===== src/rtl/lcs_pkg.sv =====
package lcs_pkg;

    typedef enum logic [2:0] {
        XS_IDLE,
        XS_FREEZE,
        XS_TG_LEAD,
        XS_PG_ON,
        XS_TG_TAIL,
        XS_READ
    } xfer_state_t;

    typedef enum logic [1:0] {
        AB_OFF,
        AB_WAIT,
        AB_ON
    } ab_state_t;

    typedef struct packed {
        logic tg;
        logic pg;
    } gate_pair_t;

    typedef struct packed {
        logic ph_a;
        logic ph_b;
        logic rg;
        logic busy;
    } hclk_bus_t;

    function automatic int bits_for(input int v);
        return (v < 2) ? 1 : $clog2(v + 1);
    endfunction

    function automatic int max2(input int a, input int b);
        return (a > b) ? a : b;
    endfunction

endpackage


===== src/rtl/lcs_xfer_ctrl.sv =====
module lcs_xfer_ctrl
    import lcs_pkg::*;
#(
    parameter int PIX_W  = 12,
    parameter int T_FRZ  = 2,
    parameter int T_TGPG = 2,
    parameter int T_PG   = 25,
    parameter int T_PGTG = 5
) (
    input  logic             clk,
    input  logic             rst,
    input  logic             line_req,
    input  logic [PIX_W-1:0] pix_count,
    input  logic             read_done,
    output gate_pair_t       gates,
    output logic             read_start,
    output logic [PIX_W-1:0] read_count,
    output logic             pg_end
);

    localparam int XMAX = max2(max2(T_FRZ, T_TGPG), max2(T_PG, T_PGTG));
    localparam int CW   = bits_for(XMAX);
    localparam logic [CW-1:0] L_FRZ  = CW'(T_FRZ - 1);
    localparam logic [CW-1:0] L_TGPG = CW'(T_TGPG - 1);
    localparam logic [CW-1:0] L_PG   = CW'(T_PG - 1);
    localparam logic [CW-1:0] L_PGTG = CW'(T_PGTG - 1);

    xfer_state_t      state;
    logic [CW-1:0]    cnt;
    logic             pend;
    logic [PIX_W-1:0] lat_count;
    logic             step_done;

    assign step_done  = (cnt == '0);
    assign read_start = (state == XS_TG_TAIL) && step_done && (lat_count != '0);
    assign read_count = lat_count;
    assign pg_end     = (state == XS_PG_ON) && step_done;

    always_comb begin
        gates.tg = (state == XS_TG_LEAD) || (state == XS_PG_ON) || (state == XS_TG_TAIL);
        gates.pg = (state == XS_PG_ON);
    end

    always_ff @(posedge clk) begin
        if (rst) begin
            state     <= XS_IDLE;
            cnt       <= '0;
            pend      <= 1'b0;
            lat_count <= '0;
        end else begin
            if (state == XS_IDLE) begin
                pend <= 1'b0;
            end else if (line_req) begin
                pend <= 1'b1;
            end
            case (state)
                XS_IDLE: begin
                    if (line_req || pend) begin
                        state     <= XS_FREEZE;
                        cnt       <= L_FRZ;
                        lat_count <= pix_count;
                    end
                end
                XS_FREEZE: begin
                    if (step_done) begin
                        state <= XS_TG_LEAD;
                        cnt   <= L_TGPG;
                    end else begin
                        cnt <= cnt - 1'b1;
                    end
                end
                XS_TG_LEAD: begin
                    if (step_done) begin
                        state <= XS_PG_ON;
                        cnt   <= L_PG;
                    end else begin
                        cnt <= cnt - 1'b1;
                    end
                end
                XS_PG_ON: begin
                    if (step_done) begin
                        state <= XS_TG_TAIL;
                        cnt   <= L_PGTG;
                    end else begin
                        cnt <= cnt - 1'b1;
                    end
                end
                XS_TG_TAIL: begin
                    if (step_done) begin
                        state <= (lat_count != '0) ? XS_READ : XS_IDLE;
                    end else begin
                        cnt <= cnt - 1'b1;
                    end
                end
                XS_READ: begin
                    if (read_done) begin
                        state <= XS_IDLE;
                    end
                end
                default: state <= XS_IDLE;
            endcase
        end
    end

    AST_PG_AFTER_TG: assert property (@(posedge clk) disable iff (rst)
        $rose(gates.pg) |-> $past(gates.tg));
    AST_PG_IN_TG: assert property (@(posedge clk) disable iff (rst)
        gates.pg |-> gates.tg);
    AST_TG_FALL_AFTER_PG: assert property (@(posedge clk) disable iff (rst)
        $fell(gates.tg) |-> !$past(gates.pg));
    AST_REQ_HELD: assert property (@(posedge clk) disable iff (rst)
        (state == XS_READ && line_req && !read_done) |=> pend);

endmodule


===== src/rtl/lcs_pixel_gen.sv =====
module lcs_pixel_gen
    import lcs_pkg::*;
#(
    parameter int PIX_W = 12,
    parameter int HALF  = 4,
    parameter int RG_W  = 1
) (
    input  logic             clk,
    input  logic             rst,
    input  logic             start,
    input  logic [PIX_W-1:0] count,
    output hclk_bus_t        hbus,
    output logic             pix_b_half,
    output logic             done
);

    localparam int HW    = bits_for(HALF - 1);
    localparam int RG_TH = HALF - RG_W;
    localparam logic [HW-1:0] L_HALF = HW'(HALF - 1);

    logic             active;
    logic             second;
    logic [HW-1:0]    hcnt;
    logic [PIX_W-1:0] left;
    logic             half_end;
    logic             rg_win;

    assign half_end = (hcnt == '0);
    assign done     = active && second && half_end && (left == PIX_W'(1));

    generate
        if (RG_W >= HALF) begin : g_rg_full
            assign rg_win = 1'b1;
        end else begin : g_rg_part
            assign rg_win = (32'(hcnt) >= 32'(RG_TH));
        end
    endgenerate

    always_comb begin
        hbus.busy  = active;
        hbus.ph_a  = !active || !second;
        hbus.ph_b  = active && second;
        hbus.rg    = active && !second && rg_win;
        pix_b_half = active && second;
    end

    always_ff @(posedge clk) begin
        if (rst) begin
            active <= 1'b0;
            second <= 1'b0;
            hcnt   <= '0;
            left   <= '0;
        end else if (start) begin
            active <= 1'b1;
            second <= 1'b0;
            hcnt   <= L_HALF;
            left   <= count;
        end else if (active) begin
            if (!half_end) begin
                hcnt <= hcnt - 1'b1;
            end else if (!second) begin
                second <= 1'b1;
                hcnt   <= L_HALF;
            end else if (left == PIX_W'(1)) begin
                active <= 1'b0;
                second <= 1'b0;
            end else begin
                left   <= left - 1'b1;
                second <= 1'b0;
                hcnt   <= L_HALF;
            end
        end
    end

    AST_LEFT_NONZERO: assert property (@(posedge clk) disable iff (rst)
        active |-> (left != '0));
    AST_NO_RESTART: assert property (@(posedge clk) disable iff (rst)
        start |-> !active);

endmodule


===== src/rtl/lcs_ab_timer.sv =====
module lcs_ab_timer
    import lcs_pkg::*;
#(
    parameter int T_ABD = 3,
    parameter int T_AB  = 188
) (
    input  logic clk,
    input  logic rst,
    input  logic trig,
    output logic ab
);

    localparam int CW = bits_for(max2(T_ABD, T_AB));
    localparam logic [CW-1:0] L_AB = CW'(T_AB - 1);

    ab_state_t     st;
    logic [CW-1:0] cnt;

    assign ab = (st == AB_ON);

    always_ff @(posedge clk) begin
        if (rst) begin
            st  <= AB_OFF;
            cnt <= '0;
        end else if (trig) begin
            if (T_ABD == 0) begin
                st  <= AB_ON;
                cnt <= L_AB;
            end else begin
                st  <= AB_WAIT;
                cnt <= CW'(T_ABD - 1);
            end
        end else begin
            case (st)
                AB_WAIT: begin
                    if (cnt == '0) begin
                        st  <= AB_ON;
                        cnt <= L_AB;
                    end else begin
                        cnt <= cnt - 1'b1;
                    end
                end
                AB_ON: begin
                    if (cnt == '0) st <= AB_OFF;
                    else           cnt <= cnt - 1'b1;
                end
                default: st <= AB_OFF;
            endcase
        end
    end

    AST_AB_HOLD: assert property (@(posedge clk) disable iff (rst)
        (st == AB_ON && cnt != '0 && !trig) |=> ab);
    AST_AB_SOURCE: assert property (@(posedge clk) disable iff (rst)
        $rose(ab) |-> ($past(st) == AB_WAIT || $past(trig)));

endmodule


===== src/rtl/line_clock_sequencer.sv =====
module line_clock_sequencer
    import lcs_pkg::*;
#(
    parameter int PIX_W  = 12,
    parameter int HALF   = 4,
    parameter int RG_W   = 1,
    parameter int T_FRZ  = 2,
    parameter int T_TGPG = 2,
    parameter int T_PG   = 25,
    parameter int T_PGTG = 5,
    parameter int T_ABD  = 3,
    parameter int T_AB   = 188
) (
    input  logic             clk,
    input  logic             rst,
    input  logic             line_req,
    input  logic [PIX_W-1:0] pix_count,
    output logic             hclk_a,
    output logic             hclk_b,
    output logic             xfer_gate,
    output logic             photo_gate,
    output logic             abr_gate,
    output logic             out_reset,
    output logic             line_valid,
    output logic             pix_valid
);

    gate_pair_t       gates;
    hclk_bus_t        hbus;
    logic             read_start;
    logic             read_done;
    logic [PIX_W-1:0] read_count;
    logic             pg_end;
    logic             b_half;

    lcs_xfer_ctrl #(
        .PIX_W (PIX_W),
        .T_FRZ (T_FRZ),
        .T_TGPG(T_TGPG),
        .T_PG  (T_PG),
        .T_PGTG(T_PGTG)
    ) u_xfer (
        .clk       (clk),
        .rst       (rst),
        .line_req  (line_req),
        .pix_count (pix_count),
        .read_done (read_done),
        .gates     (gates),
        .read_start(read_start),
        .read_count(read_count),
        .pg_end    (pg_end)
    );

    lcs_pixel_gen #(
        .PIX_W(PIX_W),
        .HALF (HALF),
        .RG_W (RG_W)
    ) u_pix (
        .clk       (clk),
        .rst       (rst),
        .start     (read_start),
        .count     (read_count),
        .hbus      (hbus),
        .pix_b_half(b_half),
        .done      (read_done)
    );

    lcs_ab_timer #(
        .T_ABD(T_ABD),
        .T_AB (T_AB)
    ) u_ab (
        .clk (clk),
        .rst (rst),
        .trig(pg_end),
        .ab  (abr_gate)
    );

    assign hclk_a     = hbus.ph_a;
    assign hclk_b     = hbus.ph_b;
    assign out_reset  = hbus.rg;
    assign line_valid = hbus.busy;
    assign pix_valid  = b_half;
    assign xfer_gate  = gates.tg;
    assign photo_gate = gates.pg;

    AST_PHASE_COMPL: assert property (@(posedge clk) disable iff (rst)
        hclk_a != hclk_b);
    AST_FROZEN_XFER: assert property (@(posedge clk) disable iff (rst)
        xfer_gate |-> (hclk_a && !hclk_b && !line_valid));
    AST_RG_IN_PHASE_A: assert property (@(posedge clk) disable iff (rst)
        out_reset |-> (hclk_a && line_valid));
    AST_PV_IN_LINE: assert property (@(posedge clk) disable iff (rst)
        pix_valid |-> (line_valid && hclk_b));

endmodule


===== config.mk =====
export PLATFORM = sky130hd
export DESIGN_NAME = line_clock_sequencer
export DESIGN_NICKNAME = d
export VERILOG_FILES = /design/src/rtl/lcs_pkg.sv /design/src/rtl/lcs_xfer_ctrl.sv /design/src/rtl/lcs_pixel_gen.sv /design/src/rtl/lcs_ab_timer.sv /design/src/rtl/line_clock_sequencer.sv
export SDC_FILE = /design/constraint.sdc
export NUM_CORES = 1
export LEC_CHECK = 0
export ABC_AREA = 0
export CORE_ASPECT_RATIO = 1.2
export CORE_MARGIN = 4
export CORE_UTILIZATION = 52
export DETAILED_ROUTE_END_ITERATION = 7
export GPL_TIMING_DRIVEN = 0
export PLACE_DENSITY = 0.82
export SYNTH_ARGS = -nofsm -noshare
export SYNTH_HDL_FRONTEND = slang
export SYNTH_HIERARCHICAL = 1
export SYNTH_SLANG_ARGS = --single-unit

===== constraint.sdc =====
create_clock -name clk -period 2.7 [get_ports clk]
set_input_delay 0.54 -clock clk [delete_from_list [all_inputs] [get_ports clk]]
set_output_delay 0.54 -clock clk [all_outputs]
set_load 0.1 [all_outputs]

## After elaboration in Yosys (flattened, before gate mapping)

Index checks and enable logic that the tools add are counted.

- Register bits: 47
- Input port bits: 15
- Output and inout port bits: 8
- Logic and storage cells: 116

- Add/subtract/negate cells: 4
- Magnitude comparators: 1
- Eq/ne operators: 23
- Muxes and demuxes: 38
- Reduce and logical (&&, ||, !) cells: 38

Operators with widths:

| cell | number |
|---|---|
| $mux 12 | 5 |
| $mux 5 | 5 |
| $pmux 5 s5 | 1 |
| $mux 3 | 7 |
| $pmux 3 s6 | 1 |
| $mux 2 | 8 |
| $mux 8 | 2 |
| $pmux 8 s2 | 1 |
| $reduce_and 2->1 | 7 |
| $eq 12x1->1 const B | 1 |
| $ne 2x1->1 const B | 6 |
| $reduce_bool 12->1 | 1 |
| $sub 12x1->12 const B | 1 |
| $ne 2x2->1 const B | 5 |
| $logic_and 1x1->1 | 8 |
| $logic_not 8->1 | 1 |
| $reduce_bool 2->1 | 4 |
| $sub 8x1->8 const B | 1 |
| $mux 1 | 7 |
| $eq 3x2->1 const B | 2 |
| $eq 3x3->1 const B | 2 |
| $reduce_and 6->1 | 1 |
| $reduce_or 2->1 | 3 |
| $logic_not 5->1 | 1 |
| 19 further kinds | 23 |

## Logic depth before layout (Yosys ltp)

- Depth after elaboration: 6
- Depth in mapped cells: 10
- Depth with buffers taken out: 8

## By module

The synthesis kept the hierarchy.

By module, submodules not included:

| module | times used | cells an instance | area each (um^2) | seq. area each (um^2) |
|---|---|---|---|---|
| lcs_pixel_gen | 1 | 132 | 1107.3 | 320.3 |
| lcs_xfer_ctrl | 1 | 142 | 1099.8 | 420.4 |
| lcs_ab_timer | 1 | 73 | 584.3 | 200.2 |

## Worst setup path after synthesis

Ideal clock, no wire load.

- Kind: register -> output
- Start point: register u_xfer.state[1]
- End point: output xfer_gate
- Data arrival time: 2.735 ns
- Data required time: 2.160 ns
- Path slack: -0.575 ns
- Cell stages (with the launch flop): 4
- Path buffers: 1
- Cell sequence: dfxtp_1 -> clkbuf_8 -> nand2b_1 -> o21ai_0

- Longest elaborated chain between the ends: 3
- Elaborated cells between the ends (all ways): 5
- Classes of those cells: eq/ne: 3; reduce/logical: 2

Ends and longest elaborated chain:

| element | RTL line | text |
|---|---|---|
| start, declared | lcs_xfer_ctrl.sv:28 | `xfer_state_t state;` |
| start signal, assigned | lcs_xfer_ctrl.sv:90 | `state <= (lat_count != '0) ? XS_READ : XS_IDLE;` |
| $eq 3x2->1 | lcs_xfer_ctrl.sv:40 | `gates.tg = (state == XS_TG_LEAD) \|\| (state == XS_PG_ON) \|\| (state == XS_TG_TAIL);` |
| $logic_or 1x1->1 | lcs_xfer_ctrl.sv:40 |  |
| $logic_or 1x1->1 * | lcs_xfer_ctrl.sv:40 |  |
| end, declared | line_clock_sequencer.sv:20 | `output logic xfer_gate,` |

Mark *: on every way between the ends. The rest lies on a longest branch, timed or not.

## Worst setup path in the final report

- Start point: register u_pix.active
- End point: output hclk_a

- Longest elaborated chain between the ends: 2

Ends and longest elaborated chain:

| element | RTL line | text |
|---|---|---|
| start, declared | lcs_pixel_gen.sv:21 | `logic active;` |
| start signal, assigned | lcs_pixel_gen.sv:49 | `active <= 1'b0;` |
| start signal, assigned | lcs_pixel_gen.sv:54 | `active <= 1'b1;` |
| start signal, assigned | lcs_pixel_gen.sv:65 | `active <= 1'b0;` |
| $logic_not 1->1 | lcs_pixel_gen.sv:41 | `hbus.ph_a = !active \|\| !second;` |
| $logic_or 1x1->1 | lcs_pixel_gen.sv:41 |  |
| end, declared | line_clock_sequencer.sv:18 | `output logic hclk_a,` |

No other way between the ends.

==> metrics.md <==
| Metric | Value |
|---|---|
| Top cells by area, synth | `dfxtp_1 (34%), nand2_1 (4.7%), nor2_1 (4.2%)` |
| R2R cell count | `9` |
| Most common cell in the netlist | `dfxtp_1` |
| TritonCTS clock tree | `built` |
| Clock tree sinks | `47` |
| Cells after Synth | `347` |
| Final worst path period share | `95.1%` |
| First-pass GRT wire length | `11.3 mm` |
| Crit Path Max Fanout | `10` |
| Leak | `1.23 nW` |
| Clk buf depth | `2` |
| Core box area | `5080 µm²` |
| CTS Hold Buffers Added | `0` |
| Row cnt | `28` |
| Die height | `88.3 µm` |
| Yosys warning count | `6` |
| Most frequent cells after synthesis | `dfxtp_1 (47), nand2_1 (35), nor2_1 (31), a21oi_1 (21)` |
| Clk root buf | `clkbuf_8` |
| Layout area overhead | `15.3%` |
| Hold WC Path Type | `register to register` |
| Initial antenna violation count | `0` |
| Sequential share of power | `35.2%` |
| Critical path arrival | `2.03 ns` |
| Ratio of cells with drive above 1 in the final layout | `12.2%` |
| Post-layout minimum cycle time | `2.57 ns` |
| CTS buffer count | `5` |
| Skew-Pair Late Insertion Delay | `0.31 ns` |
| Reg2reg end | `u_pix/left[5]` |
| Setup slack after layout | `0.133 ns` |
| Least-Margin Pin Slew | `0.961 ns` |
| RSZ-0062 raised after global routing | `no` |
| EDFF count, synth | `0` |
| Pre-antenna DRT Iters | `5` |
| Reg2reg start | `u_xfer/cnt[0]` |
| Vias in the first global route | `2498` |
| Final setup violation count | `0` |
| Total Wirelength | `6.70 mm` |
| Syn Std Cell Area | `2790 µm²` |
| Worst setup path end | `hclk_a` |
| Post-Syn Nets | `368` |
| Nets | `397` |
| Total congestion overflow | `0` |
| Status | `completed` |
| Post-DP Area | `3090 µm²` |
| PortBufs | `22` |
| Area leader, netlist | `dfxtp_1` |
| Crit path kind | `register to output port` |
| Max-slew violation count | `0` |
| PwrDens | `808 nW/µm²` |
| Net Sw Frac | `40.6%` |
| Yosys reg bits | `47` |
| Largest net degree at the start of global routing | `15` |
| ANT nets after route | `0` |
| Post-synth cell types | `71` |
| Final Skew | `0.00952 ns` |
| Yosys top cell area share | `33.7%` |
| Initial Util | `55.0%` |
| Via density | `6.17` |
| Switching pwr | `1.05 mW` |
| Int Pwr | `1.55 mW` |
| Die area | `6610 µm²` |
| Dpl hpwl | `4.93 mm` |
| Reg2reg setup slack | `0.20 ns` |
| MaxCap Viol Count | `0` |
| Die width | `74.9 µm` |
| Gp weighted congestion | `0.916` |
| Worst endpoint required time | `2.16 ns` |
| Asr flop ratio synth | `0%` |
| Worst setup EP type | `output port` |
| CTS HTree Levels | `2` |
| Setup WS pre-CTS | `0.00280 ns` |
| CP Launch Type | `register` |
| Clock transition at path regs | `0.10 ns` |
| Fin. Hold Viols | `0` |
| Seq/Total Area, Yosys | `33.7%` |
| Clock power frac | `21.2%` |
| Avg Cell Area, Syn | `8.04 µm²` |
| Post-route DRC | `0` |
| Final Instance Area | `3220 µm²` |
| # IOs | `23` |
| Max VDD drop | `926 µV` |
| Avg WL per Cell | `15.3 µm` |
| FMAX | `390 MHz` |
| Combinational cell fraction of total power | `43.6%` |
| Postcts setup bufs | `0` |
| Via count | `2698` |
| Slew Limit Headroom | `35.7%` |
| N_diodes | `0` |
| Ys flop type | `dfxtp_1` |
| Global Route Usage Sum | `21.8%` |
| Crit. Startpoint | `u_pix/active` |
| Final setup TNS | `0 ns` |
| Filler instances | `461` |
| Drt first-iter violations | `169` |
area by class of cell:
cell class	count	area, µm²	area share [%]
Clock inverter	2	35.0	1.09
Multi-Input combinational cell	259	1620	50.4
Clock buffer	6	82.6	2.57
Timing Repair Buffer	22	216	6.73
Sequential cell	47	941	29.2
Inverter	18	71.3	2.22
Buffer	23	174	5.40
Tap cell	60	75.1	2.33
kinds of logic after synthesis:
family / synth area share (%)
compound gates: 19.5
xor+xnor: 2.15
fa+ha+maj: 2.69
buf+inv: 8.56
flops: 33.7
mux: 0.717
simple gates: 32.7
worst max-delay path, stage by stage, from the launching register on:
cell,delay (ns)
dfxtp_1,0.32
buf_4,0.16
nand2_2,0.10
clkdlybuf4s50_1,1.13
layout by cell type, fill, tap and decap left out, types with 3 or more instances in the layout:
| master | count |
|---|---|
| a211oi_1 | 6 |
| a21oi_1 | 21 |
| a311oi_1 | 10 |
| a31oi_1 | 3 |
| buf_2 | 3 |
| buf_4 | 5 |
| buf_6 | 3 |
| clkbuf_1 | 4 |
| clkbuf_2 | 3 |
| clkbuf_8 | 9 |
| clkdlybuf4s50_1 | 16 |
| dfxtp_1 | 47 |
| dlygate4sd2_1 | 3 |
| ha_1 | 6 |
| inv_1 | 17 |
| nand2_1 | 34 |
| nand2b_1 | 5 |
| nand3_1 | 15 |
| nand4_1 | 10 |
| nor2_1 | 31 |
| nor3_1 | 18 |
| nor4_1 | 8 |
| o21ai_0 | 14 |
| o21ai_1 | 3 |
| o22ai_1 | 4 |
| or3_1 | 8 |
| or4_1 | 4 |
| xor2_1 | 3 |
power groups by stage:
stage               clock network (mW)  logic, mW  registers [mW]
floorplan                            0      0.888           0.898
global placement                     0       1.09           0.925
detailed placement                   0       1.11           0.928
CTS                              0.568       1.11           0.912
global route                     0.592       1.25           0.932
finish                           0.551       1.13           0.916
sequential cells by signal, indices dropped and copies added (netlist names):
signal             cells
u_xfer/read_count     12
u_pix/left            12
u_pix/hcnt             2
u_ab/cnt               8
u_ab/st                2
u_pix/active           1
u_xfer/pend            1
u_xfer/cnt             5
u_xfer/state           3
u_pix/second           1
worst min path at each step:
stage,start,endpoint,slack (ns),cells after the start
5_1_grt,u_xfer/read_count[7],u_xfer/read_count[7],0.50,2
2_1_floorplan,u_xfer/read_count[10],u_xfer/read_count[10],0.45,2
3_5_place_dp,u_xfer/read_count[7],u_xfer/read_count[7],0.46,2
3_3_place_gp,u_xfer/read_count[4],u_xfer/read_count[4],0.46,2
6_report,u_xfer/read_count[7],u_xfer/read_count[7],0.47,2
4_1_cts,u_xfer/read_count[7],u_xfer/read_count[7],0.48,2
layer usage:
layer  share of wire [%]  routed length (µm)  GRT usage [%]
met5                   0                   0              0
met4                 1.9                 127           7.61
met2                  50                3380           37.6
met3                 6.0                 400           4.55
met1                  42                2800           26.5
repair_timing:
action	CTS	global route
pin swaps	0	0
gates resized for setup	5	7
cloned	0	0
endpoints found under the setup margin	5	16
metrics by stage:
step	util [%]	hold WS [ns]	power, mW	instances
after floorplan	-	0.445	1.79	347
after global placement	60.9	0.460	2.02	429
after detailed placement	60.9	0.463	2.04	429
after CTS	63.1	0.476	2.59	437
after global routing	63.3	0.500	2.77	437
final	63.3	0.473	2.60	437
Power figures use the tool's default switching activity.
